### config.mk
export PLATFORM = sky130hd
export DESIGN_NAME = pp_cla_adder
export DESIGN_NICKNAME = d
export VERILOG_FILES = /design/src/rtl/pp_cla_pkg.sv /design/src/rtl/ppg_f2.sv /design/src/rtl/ppg_fr.sv /design/src/rtl/pp_bit_pg.sv /design/src/rtl/pp_carry_col.sv /design/src/rtl/pp_cla_adder.sv
export SDC_FILE = /design/constraint.sdc
export NUM_CORES = 1
export LEC_CHECK = 0
export CAP_MARGIN = 40
export CORE_AREA = 2 2 39 41
export DETAILED_ROUTE_END_ITERATION = 6
export DIE_AREA = 0 0 41 43
export DONT_BUFFER_PORTS = 1
export PLACE_DENSITY = 0.53
export SLEW_MARGIN = 30
export SYNTH_ARGS = -nofsm -noshare
export SYNTH_HDL_FRONTEND = slang
export SYNTH_SLANG_ARGS = --single-unit
export TNS_END_PERCENT = 30
### constraint.sdc
create_clock -name vclk -period 2.5
set_clock_uncertainty 0.1 [all_clocks]
set_input_delay 0.25 -clock vclk [all_inputs]
set_output_delay 0.25 -clock vclk [all_outputs]
set_load 0.1 [all_outputs]
### src/rtl/pp_cla_pkg.sv
package pp_cla_pkg;

  parameter int unsigned CLA_W_DEF = 4;

  // start of column i inside the packed triangle of forwarded term copies
  function automatic int unsigned tri_off(input int unsigned i);
    return (i * (i + 3)) / 2;
  endfunction

endpackage

### src/rtl/ppg_f2.sv
// double-XOR copier: x = a, y = a ^ b, z = a ^ c
module ppg_f2 (
  input  logic a_i,
  input  logic b_i,
  input  logic c_i,
  output logic x_o,
  output logic y_o,
  output logic z_o
);

  assign x_o = a_i;
  assign y_o = a_i ^ b_i;
  assign z_o = a_i ^ c_i;

  always_comb begin

    f2_par_chk: assert ((a_i ^ b_i ^ c_i) == (x_o ^ y_o ^ z_o))
      else $error("f2 cell parity broken");
  end

endmodule

### src/rtl/ppg_fr.sv
// controlled swap: a passes, b and c swap when a is 1
module ppg_fr (
  input  logic a_i,
  input  logic b_i,
  input  logic c_i,
  output logic x_o,
  output logic y_o,
  output logic z_o
);

  assign x_o = a_i;
  assign y_o = a_i ? c_i : b_i;
  assign z_o = a_i ? b_i : c_i;

  always_comb begin

    fr_par_chk: assert ((a_i ^ b_i ^ c_i) == (x_o ^ y_o ^ z_o))
      else $error("swap cell parity broken");

    fr_ones_chk: assert ($countones({a_i, b_i, c_i}) == $countones({x_o, y_o, z_o}))
      else $error("swap cell ones count broken");
  end

endmodule

### src/rtl/pp_bit_pg.sv
// per-bit propagate/generate from two parity-preserving cells
module pp_bit_pg (
  input  logic a_i,
  input  logic b_i,
  output logic p_o,
  output logic g_o,
  output logic gar_o
);

  logic a_g, p_w, a_cp, a_nb;

  ppg_f2 u_xor (
    .a_i (a_i),
    .b_i (b_i),
    .c_i (1'b0),
    .x_o (a_g),
    .y_o (p_w),
    .z_o (a_cp)
  );

  // with c = 0: y = ~p & a = a & b, z = p & a
  ppg_fr u_and (
    .a_i (p_w),
    .b_i (a_cp),
    .c_i (1'b0),
    .x_o (p_o),
    .y_o (g_o),
    .z_o (a_nb)
  );

  assign gar_o = a_g ^ a_nb;

  always_comb begin

    gp_excl_chk: assert (!(g_o && p_o))
      else $error("generate and propagate both high");
  end

endmodule

### src/rtl/pp_carry_col.sv
// look-ahead column IDX: produces c[IDX+1] from IDX+2 exclusive product terms
module pp_carry_col #(
  parameter int unsigned IDX = 0
) (
  input  logic           p_i,
  input  logic           g_i,
  input  logic [IDX:0]   prev_i,
  output logic           p_o,
  output logic           carry_o,
  output logic [IDX+1:0] tcp_o,
  output logic           gar_o
);

  localparam int unsigned N_TERM = IDX + 2;

  logic [IDX+1:0]  pth;
  logic [IDX+1:0]  term;
  logic [IDX:0]    and_gar;
  logic [N_TERM:0] acc;
  logic [IDX+1:0]  acc_gar;

  assign pth[0]     = p_i;
  assign acc[0]     = 1'b0;
  assign term[IDX+1] = g_i;

  // extend each previous-column term by P[IDX]; P threads through the control line
  for (genvar k = 0; k <= IDX; k++) begin : g_and
    ppg_fr u_and (
      .a_i (pth[k]),
      .b_i (prev_i[k]),
      .c_i (1'b0),
      .x_o (pth[k+1]),
      .y_o (and_gar[k]),
      .z_o (term[k])
    );
  end

  // XOR-accumulate the terms; the copy output forwards each term to the next column
  for (genvar k = 0; k < N_TERM; k++) begin : g_acc
    ppg_f2 u_acc (
      .a_i (term[k]),
      .b_i (acc[k]),
      .c_i (1'b0),
      .x_o (tcp_o[k]),
      .y_o (acc[k+1]),
      .z_o (acc_gar[k])
    );
  end

  assign p_o     = pth[IDX+1];
  assign carry_o = acc[N_TERM];
  assign gar_o   = (^and_gar) ^ (^acc_gar);

  always_comb begin

    term_excl_chk: assert ($countones(term) <= 1)
      else $error("carry product terms overlap in column %0d", IDX);
  end

endmodule

### src/rtl/pp_cla_adder.sv
module pp_cla_adder
  import pp_cla_pkg::*;
#(
  parameter int unsigned WIDTH = CLA_W_DEF
) (
  input  logic [WIDTH-1:0]        a_i,
  input  logic [WIDTH-1:0]        b_i,
  input  logic                    c0_i,
  input  logic [WIDTH:0]          flt_mask_i,
  output logic [WIDTH-1:0]        s_o,
  output logic                    carry_o,
  output logic [(WIDTH/2)-1:0]    sub_s_o,
  output logic                    sub_c_o,
  output logic                    par_err_o
);

  localparam int unsigned SUB_W    = WIDTH / 2;
  localparam int unsigned TRI      = tri_off(WIDTH);
  localparam int unsigned LAST_OFF = tri_off(WIDTH - 1);

  logic [WIDTH-1:0] p_raw, p_fin, g;
  logic [WIDTH-1:0] gar_pg, gar_col, gar_sum;
  logic [WIDTH-1:0] sum_x, sum_z, s_raw;
  logic [WIDTH:0]   cy;
  logic [TRI-1:0]   tcp;
  logic             c0_chain, c0_gar;

  // explicit three-way fan-out of the carry-in
  ppg_f2 u_c0_dup (
    .a_i (c0_i),
    .b_i (1'b0),
    .c_i (1'b0),
    .x_o (cy[0]),
    .y_o (c0_chain),
    .z_o (c0_gar)
  );

  for (genvar i = 0; i < WIDTH; i++) begin : g_bit
    localparam int unsigned OFF = tri_off(i);
    logic [i:0] prev_w;

    pp_bit_pg u_pg (
      .a_i   (a_i[i]),
      .b_i   (b_i[i]),
      .p_o   (p_raw[i]),
      .g_o   (g[i]),
      .gar_o (gar_pg[i])
    );

    if (i == 0) begin : g_first
      assign prev_w = c0_chain;
    end else begin : g_next
      assign prev_w = tcp[tri_off(i-1) +: i+1];
    end

    pp_carry_col #(.IDX(i)) u_col (
      .p_i     (p_raw[i]),
      .g_i     (g[i]),
      .prev_i  (prev_w),
      .p_o     (p_fin[i]),
      .carry_o (cy[i+1]),
      .tcp_o   (tcp[OFF +: i+2]),
      .gar_o   (gar_col[i])
    );

    // sum cell: y = c ^ p, and both copies of c are kept
    ppg_f2 u_sum (
      .a_i (cy[i]),
      .b_i (p_fin[i]),
      .c_i (1'b0),
      .x_o (sum_x[i]),
      .y_o (s_raw[i]),
      .z_o (sum_z[i])
    );

    // the copy of c[SUB_W] is the sub-adder carry rather than garbage
    if (i == SUB_W) begin : g_sub_tap
      assign gar_sum[i] = sum_x[i];
    end else begin : g_plain
      assign gar_sum[i] = sum_x[i] ^ sum_z[i];
    end
  end

  assign s_o     = s_raw ^ flt_mask_i[WIDTH-1:0];
  assign carry_o = cy[WIDTH] ^ flt_mask_i[WIDTH];
  assign sub_s_o = s_o[SUB_W-1:0];
  assign sub_c_o = sum_z[SUB_W];

  // constant inputs are all zero and add nothing to the input side
  assign par_err_o = ^{a_i, b_i, c0_i, s_o, carry_o, sub_c_o,
                       gar_pg, gar_col, gar_sum, c0_gar,
                       tcp[LAST_OFF +: WIDTH+1]};

  always_comb begin
    if (flt_mask_i == '0) begin

      sum_match_chk: assert ({carry_o, s_o} ==
                             ({1'b0, a_i} + {1'b0, b_i} + {{WIDTH{1'b0}}, c0_i}))
        else $error("sum/carry mismatch");

      sub_match_chk: assert ({sub_c_o, sub_s_o} ==
                             ({1'b0, a_i[SUB_W-1:0]} + {1'b0, b_i[SUB_W-1:0]} +
                              {{SUB_W{1'b0}}, c0_i}))
        else $error("sub-adder mismatch");

      par_clean_chk: assert (!par_err_o)
        else $error("parity flag raised without fault");
    end
  end

endmodule

[After elaboration in Yosys (flattened, before gate mapping)]
Cells that the tools add are included.
Storage, ports and cells
  flip-flop bits (word level): 0
  input port bits: 14
  output and inout bits: 9
  word-level logic and storage cells: 64
Cells by class
  multiplexer cells: 28
  bitwise operators: 28
  reductions and logical operators: 8
Operators with widths (count)
  33-bit XOR reduction: 1
  1-bit 2-to-1 mux: 28
  1-bit bitwise XOR: 27
  4-bit XOR reduction: 2
  3-bit XOR reduction: 2
  5-bit XOR reduction: 1
  2-bit XOR reduction: 2
  4-bit bitwise XOR: 1

[Logic depth before layout (Yosys ltp)]
Gate-level depths: netlist of run 1.
  word-level depth: 11
  depth in mapped cells: 9
  depth with buffers taken out: 9

[Hierarchy]
From an unflattened synthesis of run 1, not the netlist that was laid out.
Second synthesis, totals
  cell total of the unflattened synthesis: 178
  area, all modules: 1661.6 sq um
Modules (own cells, without submodules)
  ppg_f2: instances 23, cells an instance 3, area an instance 25.0 sq um, seq. area each 0.0 sq um
  ppg_fr: instances 14, cells an instance 3, area an instance 30.0 sq um, seq. area each 0.0 sq um
  pp_cla_adder: instances 1, cells an instance 40, area an instance 391.6 sq um, seq. area each 0.0 sq um
  pp_carry_col (g_bit[3].u_col): instances 1, cells an instance 8, area an instance 86.3 sq um, seq. area each 0.0 sq um
  pp_carry_col (g_bit[2].u_col): instances 1, cells an instance 5, area an instance 66.3 sq um, seq. area each 0.0 sq um
  pp_bit_pg: instances 4, cells an instance 2, area an instance 12.5 sq um, seq. area each 0.0 sq um
  pp_carry_col (g_bit[1].u_col): instances 1, cells an instance 4, area an instance 43.8 sq um, seq. area each 0.0 sq um
  pp_carry_col (g_bit[0].u_col): instances 1, cells an instance 2, area an instance 27.5 sq um, seq. area each 0.0 sq um

[Worst setup path before layout of run 1]
Ideal clock, no wire load.
  path kind: in2out
  start point: input a_i[0]
  end point: output par_err_o
  arrival time: 4.591 ns
  data required time: 2.150 ns
  path slack: -2.441 ns
  stages on the path: 7
  buffers on the path: 0
  cell sequence: ha_1 > ha_1 > xnor2_1 > o21a_1 > or2_2 > xnor2_1 > xnor2_1
On the way
  elaborated cells on any way between the ends: 46
  classes of those cells: mux (16); bitwise (22); reduce/logical (8)
RTL lines
  start, declared: RTL line pp_cla_adder.sv:6  | input logic [WIDTH-1:0] a_i,
  1-bit bitwise XOR: RTL line ppg_f2.sv:12  | assign y_o = a_i ^ b_i;
  1-bit 2-to-1 mux (on tied branches): RTL line ppg_fr.sv:12, ppg_fr.sv:13
  1-bit 2-to-1 mux: RTL line ppg_fr.sv:13  | assign z_o = a_i ? b_i : c_i;
  1-bit bitwise XOR * (2 in a row): RTL line ppg_f2.sv:12
  net sub_c_o: RTL line pp_cla_adder.sv:13  | output logic sub_c_o,
  1-bit bitwise XOR *: RTL line ppg_f2.sv:12
  4-bit bitwise XOR *: RTL line pp_cla_adder.sv:84  | assign s_o = s_raw ^ flt_mask_i[WIDTH-1:0];
  net s_o[2]: RTL line pp_cla_adder.sv:10  | output logic [WIDTH-1:0] s_o,
  33-bit XOR reduction *: RTL line pp_cla_adder.sv:90  | assign par_err_o = ^{a_i, b_i, c0_i, s_o, carry_o, sub_c_o,
  end, declared: RTL line pp_cla_adder.sv:14  | output logic par_err_o
The timed path passes the listed nets; every way through them passes the cells marked *.

[Worst setup path after layout of run 1]
  start point: input a_i[0]
  end point: output par_err_o
On the way
  longest elaborated chain between the ends: 11
  elaborated cells on any way between the ends: 46
  classes of those cells: mux (16); bitwise (22); reduce/logical (8)
Ends and longest elaborated chain
  1-bit bitwise XOR: RTL line ppg_f2.sv:12
  1-bit 2-to-1 mux (on tied branches): RTL line ppg_fr.sv:12, ppg_fr.sv:13
  1-bit 2-to-1 mux (3 in a row): RTL line ppg_fr.sv:13
  1-bit bitwise XOR (4 in a row): RTL line ppg_f2.sv:12
  1-bit bitwise XOR: RTL line pp_cla_adder.sv:85  | assign carry_o = cy[WIDTH] ^ flt_mask_i[WIDTH];
  33-bit XOR reduction *: RTL line pp_cla_adder.sv:90
Every way passes the cells marked *; elsewhere a longest branch is shown, timed or not.

==> metrics.csv, run 1 <==
metric,value,unit
die width,41,um
multi-input logic area,532,um^2
Syn Nets,74,
"commonest non-fill, non-tap cell in the layout",xnor2_1,
dpl cell area,667,um^2
share of cells above drive strength 1,34.5,%
slew margin rel.,64.1,%
Placer Congestion,0.680,
Final Core Density,49.5,%
Synth warnings,0,
Min-Delay Path Class,in -> out,
GRT Util Overall,10.8,%
DR WL/cell,10.8,um
initial core utilization,32.1,%
Peak supply drop,0.000843,V
Mapped Cells,50,
vias,319,
first-pass GRT wire length,1.39,mm
Final Cycle Share,96.6,%
met2 wire length,460,um
Pwr Total,0.000961,W
pwr/cell area,1400,nW/um^2
RSZ-0062 raised after global routing,true,
worst slew pin tran,0.543,ns
# diodes,0,
leakage power,0.277,nW
Max Fclk,414,MHz
most frequent cells in the layout,"19 x xnor2_1, 9 x ha_1, 6 x buf_4",
"Hold-fix buffers, CTS",0,
number of global-route vias before repair,343,
Total Wirelength,800,um
pin count of the biggest net entering global routing,5,
DRT iter0 DRCs,0,
grt ovf,0,
drt drc,0,
Place WS,-0.0855,ns
Tmin final,2.41,ns
final instance area,684,um^2
routed length on met3,35,um
Synth Area per Inst,8.88,um^2
CORE AREA,1380,um^2
Seq Cell Count,0,
IO Count,23,
FP Rows,14,
Nets,84,
buffers added on ports,0,
Max Cap Viol,0,
clock buffers,0,
DP HPWL,792,um
initial antenna violation count,0,
Non-Filler Instances,74,
Worst Setup Start Kind,input pin,
FF+latch area,0,um^2
met1 WL,303,um
"Seq/Total Area, Yosys",0,%
max-slew violation count,0,
Die Y,43,um
status,"complete, no violations",
Fillers,135,
CP max FO,4,
Mapped Area,444,um^2
Synth cell types,12,
Final Hold Viols,0,
Worst Path Required,2.15,ns
crit path kind,in -> out,
drt first pass iters,1,
placed insts,74,
vias per inst,4.31,
Highest Signal Layer,met3,
Area growth syn-to-layout,54.1,%
final worst slack,0.0861,ns
endpoints failing setup,0,
die outline area,1760,um^2
Crit. End Element,output port,
post-route ant nets,0,
CP arrival,2.06,ns
[report_power, final]
part	internal (W)	switching, W	total, W
Clock	0	0	0
Sequential	0	0	0
Combinational	0.000360	0.000601	0.000961
Total	0.000360	0.000601	0.000961
[synth_stat cells (all sizes together)]
library cell,count,area (um^2)
inv,2,7.51
nand2,2,7.51
nor2,1,3.75
nor3,1,5.00
or2,1,6.26
xor2,5,43.8
o21a,1,7.51
fa,1,20.0
o21ai,1,5.00
xnor2,24,210
ha,9,113
buf,2,15.0
[logic make-up after synthesis]
family / count (synthesis) / synth area share [%]
xor+xnor: 29 / 57.2
fa+ha+maj: 10 / 29.9
simple gates: 5 / 5.07
buf+inv: 4 / 5.07
compound gates: 2 / 2.82
[final cells by class]
class                      count  area share [%]
multi-input combinational     46            77.7
timing repair buffer          10            18.3
inverter                       2            1.10
tap                           16            2.93
[per-layer routing]
metal  global-route usage, %  vias up
met5                       0        -
met1                    13.7      146
met4                       0        0
met2                    20.3        6
met3                       0        0
li1                        -      167
[what timing repair did]
item                                    CTS  global route
pin swaps                                 1             3
endpoints found under the setup margin    1             1
setup buffers                             0             0
gates resized for setup                   2             1
[critical path, cell delays in order]
cell and delay [ns]:
fa_2 0.60, xor2_4 0.18, xnor2_2 0.08, xnor2_1 0.15, xnor2_1 0.27, xnor2_2 0.19, xnor2_4 0.15, buf_12 0.19
[worst paths after layout]
kind | from | end | slack (ns) | cells past startpoint
setup / recovery | a_i[0] | par_err_o | 0.09 | 8
hold / removal | flt_mask_i[0] | s_o[0] | 0.78 | 2
[metrics by stage]
step | hold WS [ns] | TNS (ns)
2_1_floorplan | 0.617 | -1.22
3_3_place_gp | 0.770 | -0.0492
3_5_place_dp | 0.772 | -0.0855
4_1_cts | 0.773 | 0
5_1_grt | 0.784 | -0.0123
6_report | 0.777 | 0
Power figures use the tool's default switching activity.
==> run 2, diff against run 1 <==
--- a/config.mk
+++ b/config.mk
@@ -5,12 +5,14 @@
 export SDC_FILE = /design/constraint.sdc
 export NUM_CORES = 1
 export LEC_CHECK = 0
+export ABC_AREA = 1
 export CAP_MARGIN = 40
-export CORE_AREA = 2 2 39 41
+export CORE_ASPECT_RATIO = 1.2
+export CORE_MARGIN = 4
+export CORE_UTILIZATION = 40
 export DETAILED_ROUTE_END_ITERATION = 6
-export DIE_AREA = 0 0 41 43
 export DONT_BUFFER_PORTS = 1
-export PLACE_DENSITY = 0.53
+export PLACE_DENSITY = 0.6
 export SLEW_MARGIN = 30
 export SYNTH_ARGS = -nofsm -noshare
 export SYNTH_HDL_FRONTEND = slang
==> run 2 against run 1 <==
Wire length rose to 3.5 times the previous value. Cell area up 110%. Worst setup slack better by 0.014 ns. Global-route usage up 4.9 points. Non-clock buffer count down 2. First-iteration DRC count up 36. Combinational power down 22%. Clock-buffer cell count unchanged. Die area up 130%. Synthesized cell count rose to 4.7 times the previous value.
==> metrics.csv, run 2 <==
metric,value,unit,change
Nets,265,,+220%
Synth Area per Inst,5.17,um^2,-42%
Min-Delay Path Class,in -> out,,
RSZ-0062 raised after global routing,true,,
Crit. End Element,output port,,
drt drc,0,,unchanged
initial antenna violation count,0,,unchanged
Final Hold Viols,0,,unchanged
Mapped Cells,237,,+370%
Worst Setup Start Kind,input pin,,
Worst path max stage delay,0.64,ns,+0.04 ns
Peak supply drop,0.000594,V,-30%
most frequent cells after synthesis,"104 x nand2_1, 37 x inv_1, 27 x nand3_1",,
crit path kind,in -> out,,
FP Rows,21,,+7
pwr/cell area,526,nW/um^2,-63%
Fillers,318,,+140%
worst slew pin tran,0.545,ns,+0.00155 ns
Final Cycle Share,96.0,%,-0.54 points
pin count of the biggest net entering global routing,11,,+6
Mapped Area,1230,um^2,+180%
leakage power,0.832,nW,+200%
"delay-heaviest family, CP",simple AND/OR/NAND/NOR gates,,
crit path to,par_err_o,,
die outline area,4020,um^2,+130%
IO Count,23,,unchanged
WP buf/inv,2,,+1
Pwr Total,0.000745,W,-22%
# diodes,0,,unchanged
Total Wirelength,2.82,mm,+250%
GRT Util Overall,15.7,%,+4.9 points
largest area contributor in the netlist,nand2_1,,
crit-path most repeated cell,nand2_2,,
DRT iter0 DRCs,36,,+36
Placer Congestion,0.854,,+26%
post-CTS setup buffer count,0,,unchanged
CORE AREA,2860,um^2,+110%
most frequent cells in the layout,"91 x nand2_1, 35 x inv_1, 23 x nand2_2",,
"Hold-fix buffers, CTS",0,,unchanged
die width,58.5,um,+43%
vias,1298,,+310%
Area growth syn-to-layout,15.6,%,
Worst path slowest cell,fa_2,,
first-pass GRT wire length,5.13,mm,+270%
Tmin final,2.40,ns,-0.0136 ns
crit-path cells,"fa_2, xor2_4, nand2_2, nand2_2, nand2_2, nand2_2, nand2_2, inv_2, nor2_2, nand2_1, nand2_1, nand2_1, nand2_2, inv_2, nand2_4, nand2_8",,
vias per inst,4.75,,+10%
FF+latch area,0,um^2,unchanged
worst hold margin,0.752,ns,-0.0249 ns
CP max FO,5,,+1
max-slew violation count,0,,unchanged
Worst Path Required,2.15,ns,about the same
buffers added on ports,0,,unchanged
DP HPWL,2.46,mm,+210%
Place WS,-0.0397,ns,+0.0458 ns
clock buffers,0,,unchanged
post-route ant nets,0,,unchanged
final worst slack,0.0998,ns,+0.0136 ns
post-synth top area share,31.8,%,-15 points
number of global-route vias before repair,1246,,+260%
"commonest non-fill, non-tap cell in the layout",nand2_1,,
Seq Cell Count,0,,unchanged
DR WL/cell,10.3,um,-4.6%
Synth cell types,21,,+9
Synth warnings,0,,unchanged
Max Fclk,417,MHz,+0.57%
Critical Path Start,a_i[0],,
"count leader, synth",nand2_1,,
"Seq/Total Area, Yosys",0,%,unchanged
slew margin rel.,64.0,%,-0.10 points
share of cells above drive strength 1,24.7,%,-9.8 points
CP arrival,2.05,ns,about the same
CP Depth,16,,+8
endpoints failing setup,0,,unchanged
Final Core Density,49.5,%,about the same
initial core utilization,42.8,%,+11 points
grt ovf,0,,unchanged
status,"complete, no violations",,
drt first pass iters,4,,+3
Die Y,68.7,um,+60%
Syn Nets,261,,+250%
Max Cap Viol,0,,unchanged
Area contributors post-synth,"nand2_1 32%, inv_1 11%, nand3_1 11%",,
==> run 2: cell types whose count changed after synthesis, moves of 3 or more <==
cell,previous run,this run
nand3b_1,0,6
nor2_1,1,5
nand3_2,0,3
nand2_1,2,104
inv_2,0,4
buf_6,0,3
nand3_1,0,27
nand2_2,0,12
inv_1,2,37
nand4_1,0,4
xnor2_1,24,9
==> run 2: kinds of logic (layout without fill, tap and decap cells) <==
logic type                 Yosys count  after routing  synth area share, %
buffers and inverters               47             49                 16.9
adders and majority gates           10             10                 10.8
AOI/OAI and AO/OA                    2              2                 1.02
and+or+nand+nor                    165            165                 61.9
xor gates and xnor gates            13             13                 9.29
==> run 2: area by class of cell <==
class / instances / area (um^2) / share of cell area [%]
timing repair buffer: 8 / 60.1 / 4.24
inverter: 41 / 154 / 10.9
multi-input combinational: 190 / 1160 / 81.9
tap: 34 / 42.5 / 3.00
==> run 2: power by group <==
group          total (W)  switching, W  internal, W
logic           0.000745      0.000538     0.000207
clock network          0             0            0
registers              0             0            0
total           0.000745      0.000538     0.000207
==> run 2: repair_timing <==
item / in CTS / in global routing
endpoints found under the setup margin: 1 / 1
endpoints found under the hold margin: 0 / 0
pin swaps: 1 / 12
resized for setup: 3 / 22
==> run 2: stage by stage <==
| step | instances | TNS [ns] | instance area, um^2 |
|---|---|---|---|
| CTS | 273 | 0 | 1330 |
| global placement | 273 | -0.0211 | 1320 |
| finish | 273 | 0 | 1420 |
| detailed placement | 273 | -0.0397 | 1320 |
| global route | 273 | -0.0587 | 1420 |
| floorplan | 237 | -0.364 | 1270 |
==> run 2: layer usage <==
layer	up-vias	GRT usage (%)	part of all wire (%)
met5	-	0	0
met4	0	0	0
met3	0	0.559	3.1
met2	18	31.6	52
met1	556	19.4	44
li1	724	-	-
==> run 2: worst min path at each step <==
stage	end	depth (start not counted)	start	slack [ns]
6_report	s_o[2]	3	flt_mask_i[2]	0.75
5_1_grt	s_o[0]	2	flt_mask_i[0]	0.77
4_1_cts	s_o[0]	2	flt_mask_i[0]	0.77
3_5_place_dp	s_o[0]	2	flt_mask_i[0]	0.76
3_3_place_gp	s_o[0]	2	flt_mask_i[0]	0.77
2_1_floorplan	s_o[0]	1	flt_mask_i[0]	0.61
==> run 3, diff against run 2 <==
--- a/config.mk
+++ b/config.mk
@@ -5,14 +5,13 @@
 export SDC_FILE = /design/constraint.sdc
 export NUM_CORES = 1
 export LEC_CHECK = 0
-export ABC_AREA = 1
+export ABC_AREA = 0
 export CAP_MARGIN = 40
-export CORE_ASPECT_RATIO = 1.2
-export CORE_MARGIN = 4
-export CORE_UTILIZATION = 40
+export CORE_AREA = 4 4 41 43
 export DETAILED_ROUTE_END_ITERATION = 6
+export DIE_AREA = 0 0 45 47
 export DONT_BUFFER_PORTS = 1
-export PLACE_DENSITY = 0.6
+export PLACE_DENSITY = 0.53
 export SLEW_MARGIN = 30
 export SYNTH_ARGS = -nofsm -noshare
 export SYNTH_HDL_FRONTEND = slang
==> constraint.sdc (replaced) <==
create_clock -name vclk -period 3
set_clock_uncertainty 0.1 [all_clocks]
set_input_delay 0.3 -clock vclk [all_inputs]
set_output_delay 0.3 -clock vclk [all_outputs]
set_load 0.1 [all_outputs]
==> run 3 against run 2 <==
First-iteration DRC count fell by 92%. Critical path depth fell by 8. Worst setup slack improved by 0.27 ns. Highest routed layer unchanged.
==> metrics.csv, run 3 (synthesis results as in run 1) <==
metric,value,unit,change
die width,45,um,-23%
share of cells above drive strength 1,26.8,%,+2.1 points
Crit. End Element,output port,,
"Hold-fix buffers, CTS",0,,unchanged
Min-Delay Path Depth,2,,-1
PostCTS Resize Cnt,0,,-3
CP max FO,4,,-1
Max Cap Viol,0,,unchanged
dpl cell area,632,um^2,-52%
initial antenna violation count,0,,unchanged
Worst Path Required,2.60,ns,+0.45 ns
post-CTS setup buffer count,0,,unchanged
initial core utilization,34.1,%,-8.7 points
worst slew pin tran,0.546,ns,+0.000991 ns
clock buffers,0,,unchanged
Die Y,47,um,-32%
die outline area,2120,um^2,-47%
# diodes,0,,unchanged
RSZ-0062 raised after global routing,false,,
CP arrival,2.23,ns,+0.18 ns
post-route ant nets,0,,unchanged
CORE AREA,1300,um^2,-55%
min-delay src,flt_mask_i[0],,
DRT iter0 DRCs,3,,-92%
first-pass GRT wire length,1.19,mm,-77%
Seq Cell Count,0,,unchanged
number of global-route vias before repair,299,,-76%
Tmin final,2.63,ns,
GRT Util Overall,7.18,%,-8.5 points
Hold EP,s_o[0],,
final instance area,632,um^2,-55%
grt ovf,0,,unchanged
FP Rows,13,,-38%
max-slew violation count,0,,unchanged
most frequent cells in the layout,"21 x xnor2_1, 9 x ha_1, 5 x buf_4",,
buffers added on ports,0,,unchanged
Area growth syn-to-layout,42.3,%,
pin count of the biggest net entering global routing,5,,-6
vias per inst,4.42,,-7.0%
Placer Congestion,0.739,,-13%
vias,314,,-76%
Final Cycle Share,87.7,%,
DR WL/cell,10.7,um,+3.8%
Nets,82,,-69%
crit path kind,in -> out,,
Final Core Density,48.6,%,-0.94 points
FF+latch area,0,um^2,unchanged
Final Hold Viols,0,,unchanged
"commonest non-fill, non-tap cell in the layout",xnor2_1,,
status,"complete, no violations",,
drt drc,0,,unchanged
Post-Route Setup TNS,0,ns,unchanged
slew margin rel.,63.9,%,-0.066 points
drt first pass iters,3,,-1
Worst Setup Start Kind,input pin,,
endpoints failing setup,0,,unchanged
Max Fclk,380,MHz,
Total Wirelength,760,um,-73%
Min-Delay Path Class,in -> out,,
worst hold margin,0.858,ns,+0.106 ns
IO Count,23,,unchanged
run 3: changes by cell type in the layout (fill, tap and decap cells not counted), moves of 8 or more:
cell and change:
nand2_2 -23, inv_1 -33, nand2_1 -89, nand3_2 -8, xnor2_1 +12, nand3_1 -22
run 3: how the worst max path moves through the flow:
| stage | from | to | slack [ns] | cells after the start |
|---|---|---|---|---|
| 6_report | a_i[0] | par_err_o | 0.37 | 8 |
| 4_1_cts | a_i[0] | par_err_o | 0.33 | 8 |
| 5_1_grt | a_i[0] | par_err_o | 0.24 | 8 |
| 2_1_floorplan | a_i[1] | sub_s_o[1] | -0.32 | 4 |
| 3_3_place_gp | a_i[0] | par_err_o | 0.33 | 8 |
| 3_5_place_dp | a_i[0] | par_err_o | 0.33 | 8 |
run 3: through the flow:
step / setup WS (ns) / instances
after floorplan: -0.319 / 50
after global placement: 0.328 / 71
after global routing: 0.242 / 71
final: 0.369 / 71
after detailed placement: 0.335 / 71
after CTS: 0.335 / 71
run 3: cell type report:
class | instances | area [um^2]
repair buffers | 8 | 105
inverters | 2 | 7.51
well taps | 15 | 18.8
multi-input cells | 46 | 500
fillers | 136 | 669
run 3: metal layers:
layer	global-route usage, %	share of wire (%)
met1	9.75	40
met2	13.3	51
met3	0.383	8.3
met4	0	0
met5	0	0
run 3: critical path: stages:
cell and delay, ns:
fa_1 0.63, xor2_4 0.16, xnor2_1 0.14, xnor2_1 0.15
xnor2_1 0.11, xnor2_1 0.37, xnor2_4 0.17, buf_12 0.19
Power of run 3 is not shown: default switching activity piles up to over one toggle a cycle in this logic, so the estimate is an artifact.
